File: src/rtl/nand_hamming_ecc.sv
module nand_hamming_ecc (
  input  logic        clk,
  input  logic        rst_n,
  input  logic        data_stb,
  input  logic [7:0]  data_byte,
  input  logic        ctl_wr,
  input  logic [2:0]  ctl_wdata,
  input  logic [1:0]  byte_sel,
  output logic [7:0]  byte_rdata,
  output logic [31:0] code_word
);
  localparam int DATA_W = 8;
  localparam int ADDR_W = 8;
  localparam int CNT_W  = ADDR_W + 1;
  localparam int LP_W   = 2 * ADDR_W;
  localparam int CP_W   = 2 * $clog2(DATA_W);

  function automatic logic [DATA_W-1:0] col_mask(input int j);
    logic [DATA_W-1:0] m;
    for (int b = 0; b < DATA_W; b++) m[b] = ((b >> j) & 1) != 0;
    return m;
  endfunction

  logic              en_q, mode_q;
  logic [CNT_W-1:0]  cnt_q;
  logic [LP_W-1:0]   lp_q, lp_hit, lp_o;
  logic [CP_W-1:0]   cp_q, cp_hit, cp_o;
  logic [7:0]        col_lane;

  wire full = cnt_q[ADDR_W];
  wire take = data_stb && en_q && !full && !ctl_wr;
  wire bpar = ^data_byte;

  genvar g;
  generate
    for (g = 0; g < CP_W / 2; g++) begin : g_col
      assign cp_hit[2*g+1] = ^(data_byte &  col_mask(g));
      assign cp_hit[2*g]   = ^(data_byte & ~col_mask(g));
    end
    for (g = 0; g < ADDR_W; g++) begin : g_line
      assign lp_hit[2*g+1] = bpar &  cnt_q[g];
      assign lp_hit[2*g]   = bpar & ~cnt_q[g];
    end
  endgenerate

  always_ff @(posedge clk or negedge rst_n) begin
    if (!rst_n) begin
      en_q   <= 1'b0;
      mode_q <= 1'b0;
      cnt_q  <= '0;
      lp_q   <= '0;
      cp_q   <= '0;
    end else if (ctl_wr) begin
      en_q   <= ctl_wdata[0];
      mode_q <= ctl_wdata[2];
      if (ctl_wdata[1]) begin
        cnt_q <= '0;
        lp_q  <= '0;
        cp_q  <= '0;
      end
    end else if (take) begin
      cnt_q <= cnt_q + 1'b1;
      lp_q  <= lp_q ^ lp_hit;
      cp_q  <= cp_q ^ cp_hit;
    end
  end

  assign lp_o      = mode_q ? ~lp_q : lp_q;
  assign cp_o      = mode_q ? ~cp_q : cp_q;
  assign col_lane  = {cp_o, 2'b11};
  assign code_word = {col_lane, lp_o[15:8], lp_o[7:0], 8'h00};

  always_comb begin
    case (byte_sel)
      2'd0:    byte_rdata = {5'b0, mode_q, 1'b0, en_q};
      2'd1:    byte_rdata = lp_o[7:0];
      2'd2:    byte_rdata = lp_o[15:8];
      default: byte_rdata = col_lane;
    endcase
  end


  ctl_store_chk: assert property (@(posedge clk) disable iff (!rst_n)
    ctl_wr |=> (en_q == $past(ctl_wdata[0])) && (mode_q == $past(ctl_wdata[2])));


  restart_chk: assert property (@(posedge clk) disable iff (!rst_n)
    (ctl_wr && ctl_wdata[1]) |=> (cnt_q == '0) && (lp_q == '0) && (cp_q == '0));


  idle_hold_chk: assert property (@(posedge clk) disable iff (!rst_n)
    (!en_q && !ctl_wr) |=> $stable(cnt_q) && $stable(lp_q) && $stable(cp_q));


  count_step_chk: assert property (@(posedge clk) disable iff (!rst_n)
    (data_stb && en_q && !cnt_q[ADDR_W] && !ctl_wr) |=> cnt_q == $past(cnt_q) + 1'b1);


  frozen_chk: assert property (@(posedge clk) disable iff (!rst_n)
    (cnt_q[ADDR_W] && !ctl_wr) |=> $stable(lp_q) && $stable(cp_q) && $stable(cnt_q));


  no_overflow_chk: assert property (@(posedge clk) disable iff (!rst_n)
    cnt_q <= CNT_W'(1 << ADDR_W));
endmodule

File: config.mk
export PLATFORM = sky130hd
export DESIGN_NAME = nand_hamming_ecc
export DESIGN_NICKNAME = d
export VERILOG_FILES = /design/src/rtl/nand_hamming_ecc.sv
export SDC_FILE = /design/constraint.sdc
export NUM_CORES = 1
export LEC_CHECK = 0
export BUFFER_PORTS_ARGS = -buffer_cell sky130_fd_sc_hd__buf_2
export CELL_PAD_IN_SITES_DETAIL_PLACEMENT = 0
export CELL_PAD_IN_SITES_GLOBAL_PLACEMENT = 2
export CORE_MARGIN = 3
export CORE_UTILIZATION = 31
export CTS_CLUSTER_SIZE = 28
export DETAILED_ROUTE_END_ITERATION = 8
export PLACE_DENSITY_LB_ADDON = 0.1
export SYNTH_ARGS = -nofsm -noshare
export SYNTH_HDL_FRONTEND = slang
export SYNTH_SLANG_ARGS = --single-unit
File: constraint.sdc
create_clock -name clk -period 1.7 [get_ports clk]
set_input_delay 0.17 -clock clk [delete_from_list [all_inputs] [get_ports clk]]
set_output_delay 0.17 -clock clk [all_outputs]
set_load 0.005 [all_outputs]
Word-level counts from Yosys, hierarchy flattened
Cells that the tools add are included.
Widths: inputs -> output; s select.
{"block": "word_totals", "ram_bits": 0, "ff_bits": 33, "latchBits": 0, "rom_bits": 0, "memories": 0}
{"block": "classes", "muxes": 12, "multipliers": 0, "bitwise_logic": 28, "div_mod_pow": 0, "shifts": 0, "n_reduce_logical": 15, "order_cmp": 0, "n_eq_ne": 3, "n_addsub": 1}
{"cell": "$mux 16", "count": 4}
{"cell": "$reduce_xor 8->1", "count": 7}
{"cell": "$mux 9", "count": 3}
{"cell": "$mux 6", "count": 4}
{"cell": "$pmux 8 s3", "count": 1}
{"cell": "$and 1x1->1", "count": 16}
{"cell": "$not 16->16", "count": 1}
{"cell": "$xor 16x16->16", "count": 1}
{"cell": "$add 9x1->9 const B", "count": 1}
{"cell": "$not 1->1", "count": 8}
{"cell": "$not 6->6", "count": 1}
{"cell": "$xor 6x6->6", "count": 1}
{"cell": "$logic_and 1x1->1", "count": 3}
{"cell": "$eq 2x1->1 const B", "count": 1}
{"cell": "$eq 2x2->1 const B", "count": 1}
{"cell": "$logic_not 1->1", "count": 2}
{"cell": "$logic_not 2->1", "count": 1}
{"cell": "$ne 2x1->1 const B", "count": 1}
{"cell": "$reduce_and 2->1", "count": 1}
{"cell": "$reduce_bool 2->1", "count": 1}

Logic depth before layout (Yosys ltp)
{"block": "logic_depth", "depth_word": 5, "depth_mapped": 6, "mapped_depth_nobuf": 5}

Worst setup path before layout
OpenSTA, ideal clock, no wires.
{"block": "synth_path", "path_kind": "register to register", "start": "register cnt_q[8]", "end": "register cnt_q[4]", "arrival_time_ns": 1.395, "setup_ns": 0.132, "t_required_ns": 1.568, "period_less_slack_ns": 1.527, "path_slack_ns": 0.173, "stages_incl_launch_ff": 7, "cell_sequence": "dfrtp_1 nor4bb_1 clkbuf_1 clkbuf_1 nand2_1 xor2_1 nor2_1"}
{"block": "synth_via", "elab_chain_len": 5}
{"item": "start, declared", "line_no": "25", "rtl": "logic [CNT_W-1:0] cnt_q;"}
{"item": "start signal, assigned", "line_no": "62", "rtl": "cnt_q <= cnt_q + 1'b1;"}
{"item": "$logic_not 1->1", "line_no": "31", "rtl": "wire take = data_stb && en_q && !full && !ctl_wr;"}
{"item": "$logic_and 1x1->1 (2 in series)", "line_no": "31"}
{"item": "$reduce_bool 2->1 (no source line)"}
{"item": "$reduce_and 2->1 (no source line)"}
Every way passes these cells.
A chain may end at the register's enable or synchronous reset.

Final worst setup path
{"block": "layout_path", "start": "register mode_q", "end": "output byte_rdata[1]"}
{"block": "layout_via", "elab_chain_len": 2}
{"item": "start, declared", "line_no": "24", "rtl": "logic en_q, mode_q;"}
{"item": "start signal, assigned", "line_no": "55", "rtl": "mode_q <= ctl_wdata[2];"}
{"item": "$mux 16", "line_no": "68", "rtl": "assign lp_o = mode_q ? ~lp_q : lp_q;"}
{"item": "$pmux 8 s3", "line_no": "74", "rtl": "case (byte_sel)"}
{"item": "end, declared", "line_no": "9", "rtl": "output logic [7:0] byte_rdata,"}
Every way passes these cells.

==> impl_metrics.env <==
export IMPL_placeableCoreArea_sq_um=6490
export IMPL_multi_input_area_sq_um=1310
export IMPL_finalCriticalPeriod_ns=1.65
export IMPL_dpl_cell_area_sq_um=2460
export IMPL_ys_warnings_count=0
export IMPL_hold_slack_ns=0.116
export IMPL_share_of_cells_above_drive_strength_1=0.359
export IMPL_start_util=0.325
export IMPL_synth_area_sq_um=2110
export IMPL_synth_edff_count=0
export IMPL_p_per_area_nw_per_um2=863
export IMPL_vdd_ir_drop_worst_mv=0.431
export IMPL_min_path_type="in2reg"
export IMPL_final_min_period_over_clock_period=0.971
export IMPL_grt_first_pass_wirelength_microns=8470
export IMPL_worst_setup_path_end_kind="primary output"
export IMPL_routed_wirelength_microns=5520
export IMPL_dp_hpwl_microns=4080
export IMPL_seq_total_area_yosys=0.391
export IMPL_worst_skew_late_latency_ns=0.28
export IMPL_finalWeightedCongestion=0.721
export IMPL_post_drt_via_cell_ratio=4.84
export IMPL_timing_critical_path_required_ns=1.53
export IMPL_track_usage=0.145
export IMPL_maxCapViolCount=0
export IMPL_tritoncts="yes"
export IMPL_grt_max_degree=34
export IMPL_adder_cell_share_of_the_synthesized_area=0.00592
export IMPL_yosys_area_top_type_share=0.391
export IMPL_grt_setup_unrepaired="yes"
export IMPL_clock_sinks=33
export IMPL_synth_area_per_cell_sq_um=9.52
export IMPL_p_leak_nw=1.34
export IMPL_placement_rows=29
export IMPL_routed_length_per_instance_microns=15.2
export IMPL_first_global_vias=1604
export IMPL_fp_dieArea_sq_um=7840
export IMPL_antenna_left=0
export IMPL_synth_simple_gate_area_share=0.125
export IMPL_initial_antenna_violation_count=0
export IMPL_crit_path_max_fanout=6
export IMPL_outcome="finished, final reports clean"
export IMPL_detailroute_via_count=1762
export IMPL_area_growth_pct=33.3
export IMPL_number_of_buffer_cells_added_on_primary_ports=46
export IMPL_finish_utilization=0.434
export IMPL_finalMaxSlewViolations=0
export IMPL_layout_area_seq_sq_um=828
export IMPL_asyncSetResetFlopFracSynth=1.00
export IMPL_clk_root_buffer_cell="sky130_fd_sc_hd__clkbuf_8"
export IMPL_top_level_ports=57
export IMPL_worstPathArrival_ns=1.48
export IMPL_synth_distinct_cells=33
export IMPL_path_class="reg2out"
export IMPL_synth_commonest_cells="sky130_fd_sc_hd__dfrtp_1 (33), sky130_fd_sc_hd__xor2_1 (29), sky130_fd_sc_hd__nand2_1 (20)"
export IMPL_finClkSkew_ns=0.00493
export IMPL_drcViolationCount=0
export IMPL_final_area_sq_um=2820
export IMPL_yosysMostFrequentCell="sky130_fd_sc_hd__dfrtp_1"
export IMPL_die_y_microns=88.6
export IMPL_synth_top_cells_by_area="sky130_fd_sc_hd__dfrtp_1 (39%), sky130_fd_sc_hd__xor2_1 (12%), sky130_fd_sc_hd__mux2i_1 (6.6%), sky130_fd_sc_hd__xnor2_1 (5.8%), sky130_fd_sc_hd__buf_4 (3.9%)"
export IMPL_clock_tree_htree_level_count=2
export IMPL_max_freq_mhz=606
export IMPL_synth_mux_area_frac=0.0770
export IMPL_synth_compound_gate_area_share=0.136
export IMPL_global_route_overflow_total=0
export IMPL_clock_buffer_count_from_cts=5
export IMPL_diodes=0
export IMPL_hold_violation_total_from_the_final_report=0
export IMPL_syn_inst=222
export IMPL_synth_flop_cell="sky130_fd_sc_hd__dfrtp_1"
export IMPL_yosysTopAreaCell="sky130_fd_sc_hd__dfrtp_1"
export IMPL_critical_path_startpoint_type="flip-flop"
export IMPL_setup_tns_final_ns=0
export IMPL_path_clk_slew_ns=0.07
export IMPL_yosys_register_bits=33
export IMPL_main_combinational_cell_family_by_area_after_synthesis="XOR/XNOR gates"
export IMPL_final_setup_viol_count=0
export IMPL_finalNetCount=304
export IMPL_hold_path_cell_count=2
export IMPL_initialDrtViolationCount=52
export IMPL_reg2regPathDepth=5
export IMPL_die_x_extent_microns=88.6
export IMPL_dp_slack_ns=-0.0306
export IMPL_clock_tree_buffer_depth=2
export IMPL_drt_first_pass_iters=4
export IMPL_post_synth_xor_area_fraction=0.194
export IMPL_worst_slack_ns=0.0489
export IMPL_final_fill_count=672
cell usage in the layout, fill, tap and decap left out, types with 2 or more instances in the layout:
| master | instances |
|---|---|
| sky130_fd_sc_hd__a21oi_1 | 9 |
| sky130_fd_sc_hd__a31oi_1 | 2 |
| sky130_fd_sc_hd__buf_12 | 2 |
| sky130_fd_sc_hd__buf_2 | 46 |
| sky130_fd_sc_hd__buf_4 | 21 |
| sky130_fd_sc_hd__clkbuf_8 | 5 |
| sky130_fd_sc_hd__clkinv_2 | 2 |
| sky130_fd_sc_hd__conb_1 | 10 |
| sky130_fd_sc_hd__dfrtp_1 | 31 |
| sky130_fd_sc_hd__dfrtp_2 | 2 |
| sky130_fd_sc_hd__mux2_2 | 2 |
| sky130_fd_sc_hd__mux2i_1 | 14 |
| sky130_fd_sc_hd__nand2_1 | 20 |
| sky130_fd_sc_hd__nand3_1 | 10 |
| sky130_fd_sc_hd__nand4_1 | 2 |
| sky130_fd_sc_hd__nor2_1 | 11 |
| sky130_fd_sc_hd__o21ai_0 | 12 |
| sky130_fd_sc_hd__o21ai_1 | 4 |
| sky130_fd_sc_hd__o311ai_0 | 6 |
| sky130_fd_sc_hd__o31ai_1 | 8 |
| sky130_fd_sc_hd__or3_1 | 7 |
| sky130_fd_sc_hd__xnor2_1 | 14 |
| sky130_fd_sc_hd__xor2_1 | 12 |
| sky130_fd_sc_hd__xor2_2 | 18 |
report_power, final:
group,switching (mW),internal (mW)
Clock,0.287,0.284
Combinational,0.426,0.444
Sequential,0.119,0.870
metrics by stage:
step	std cells	total power [mW]
after floorplan	230	1.41
after global placement	345	1.76
after detailed placement	345	1.77
after CTS	355	2.37
after global routing	364	2.61
final	364	2.43
state kept, by name, indices dropped and copies added, names as in the netlist:
register	flops
mode_q	1
lp_q	16
cp_q	6
en_q	1
cnt_q	9
cell families after synthesis:
| kind of cell | count (synthesis) |
|---|---|
| AND/OR/NAND/NOR | 55 |
| multiplexers | 16 |
| AO/OA/AOI/OAI | 45 |
| flip-flops | 33 |
| XOR/XNOR | 45 |
| other | 2 |
| adder cells (fa/ha/maj) | 1 |
| buffers and inverters | 25 |
metal layers:
metal,wire (microns),GRT usage
met1,2580,0.204
met4,65,0.0453
met3,224,0.0270
met2,2640,0.226
met5,0,0
final cells by class:
class | count | share of cell area
Clock buffer | 6 | 0.0258
Clock inverter | 2 | 0.00355
Inverter | 2 | 0.00267
Multi-Input combinational cell | 172 | 0.466
Sequential cell | 33 | 0.294
Tap cell | 77 | 0.0342
Timing Repair Buffer | 72 | 0.174
final timing paths:
check,slack [ns],startpoint,to
worst max-delay path,0.05,mode_q,byte_rdata[1]
worst max register to register,0.15,cnt_q[8],cnt_q[5]
min in group asynchronous,0.44,rst_n,cp_q[1]
worst min-delay path,0.12,ctl_wdata[0],en_q
max in group asynchronous,0.93,rst_n,en_q
worst min register to register,0.51,lp_q[3],lp_q[3]
worst max-delay path, cell delays in order, from the launching register on:
cell                      delay [ns]
sky130_fd_sc_hd__dfrtp_2        0.45
sky130_fd_sc_hd__buf_12         0.14
sky130_fd_sc_hd__buf_16         0.14
sky130_fd_sc_hd__xor2_2         0.17
sky130_fd_sc_hd__a21oi_1        0.13
sky130_fd_sc_hd__nor2_1         0.05
sky130_fd_sc_hd__buf_2          0.12
repair_timing:
action,4_1_cts,5_1_grt
endpoints found under the hold margin,33,0
gates cloned,1,1
gates resized for setup,3,23
pin swaps,0,7
setup buffers,0,8
endpoints found under the setup margin,1,16
hold buffers,1,0
No activity file was read; power rests on OpenSTA's default activity.
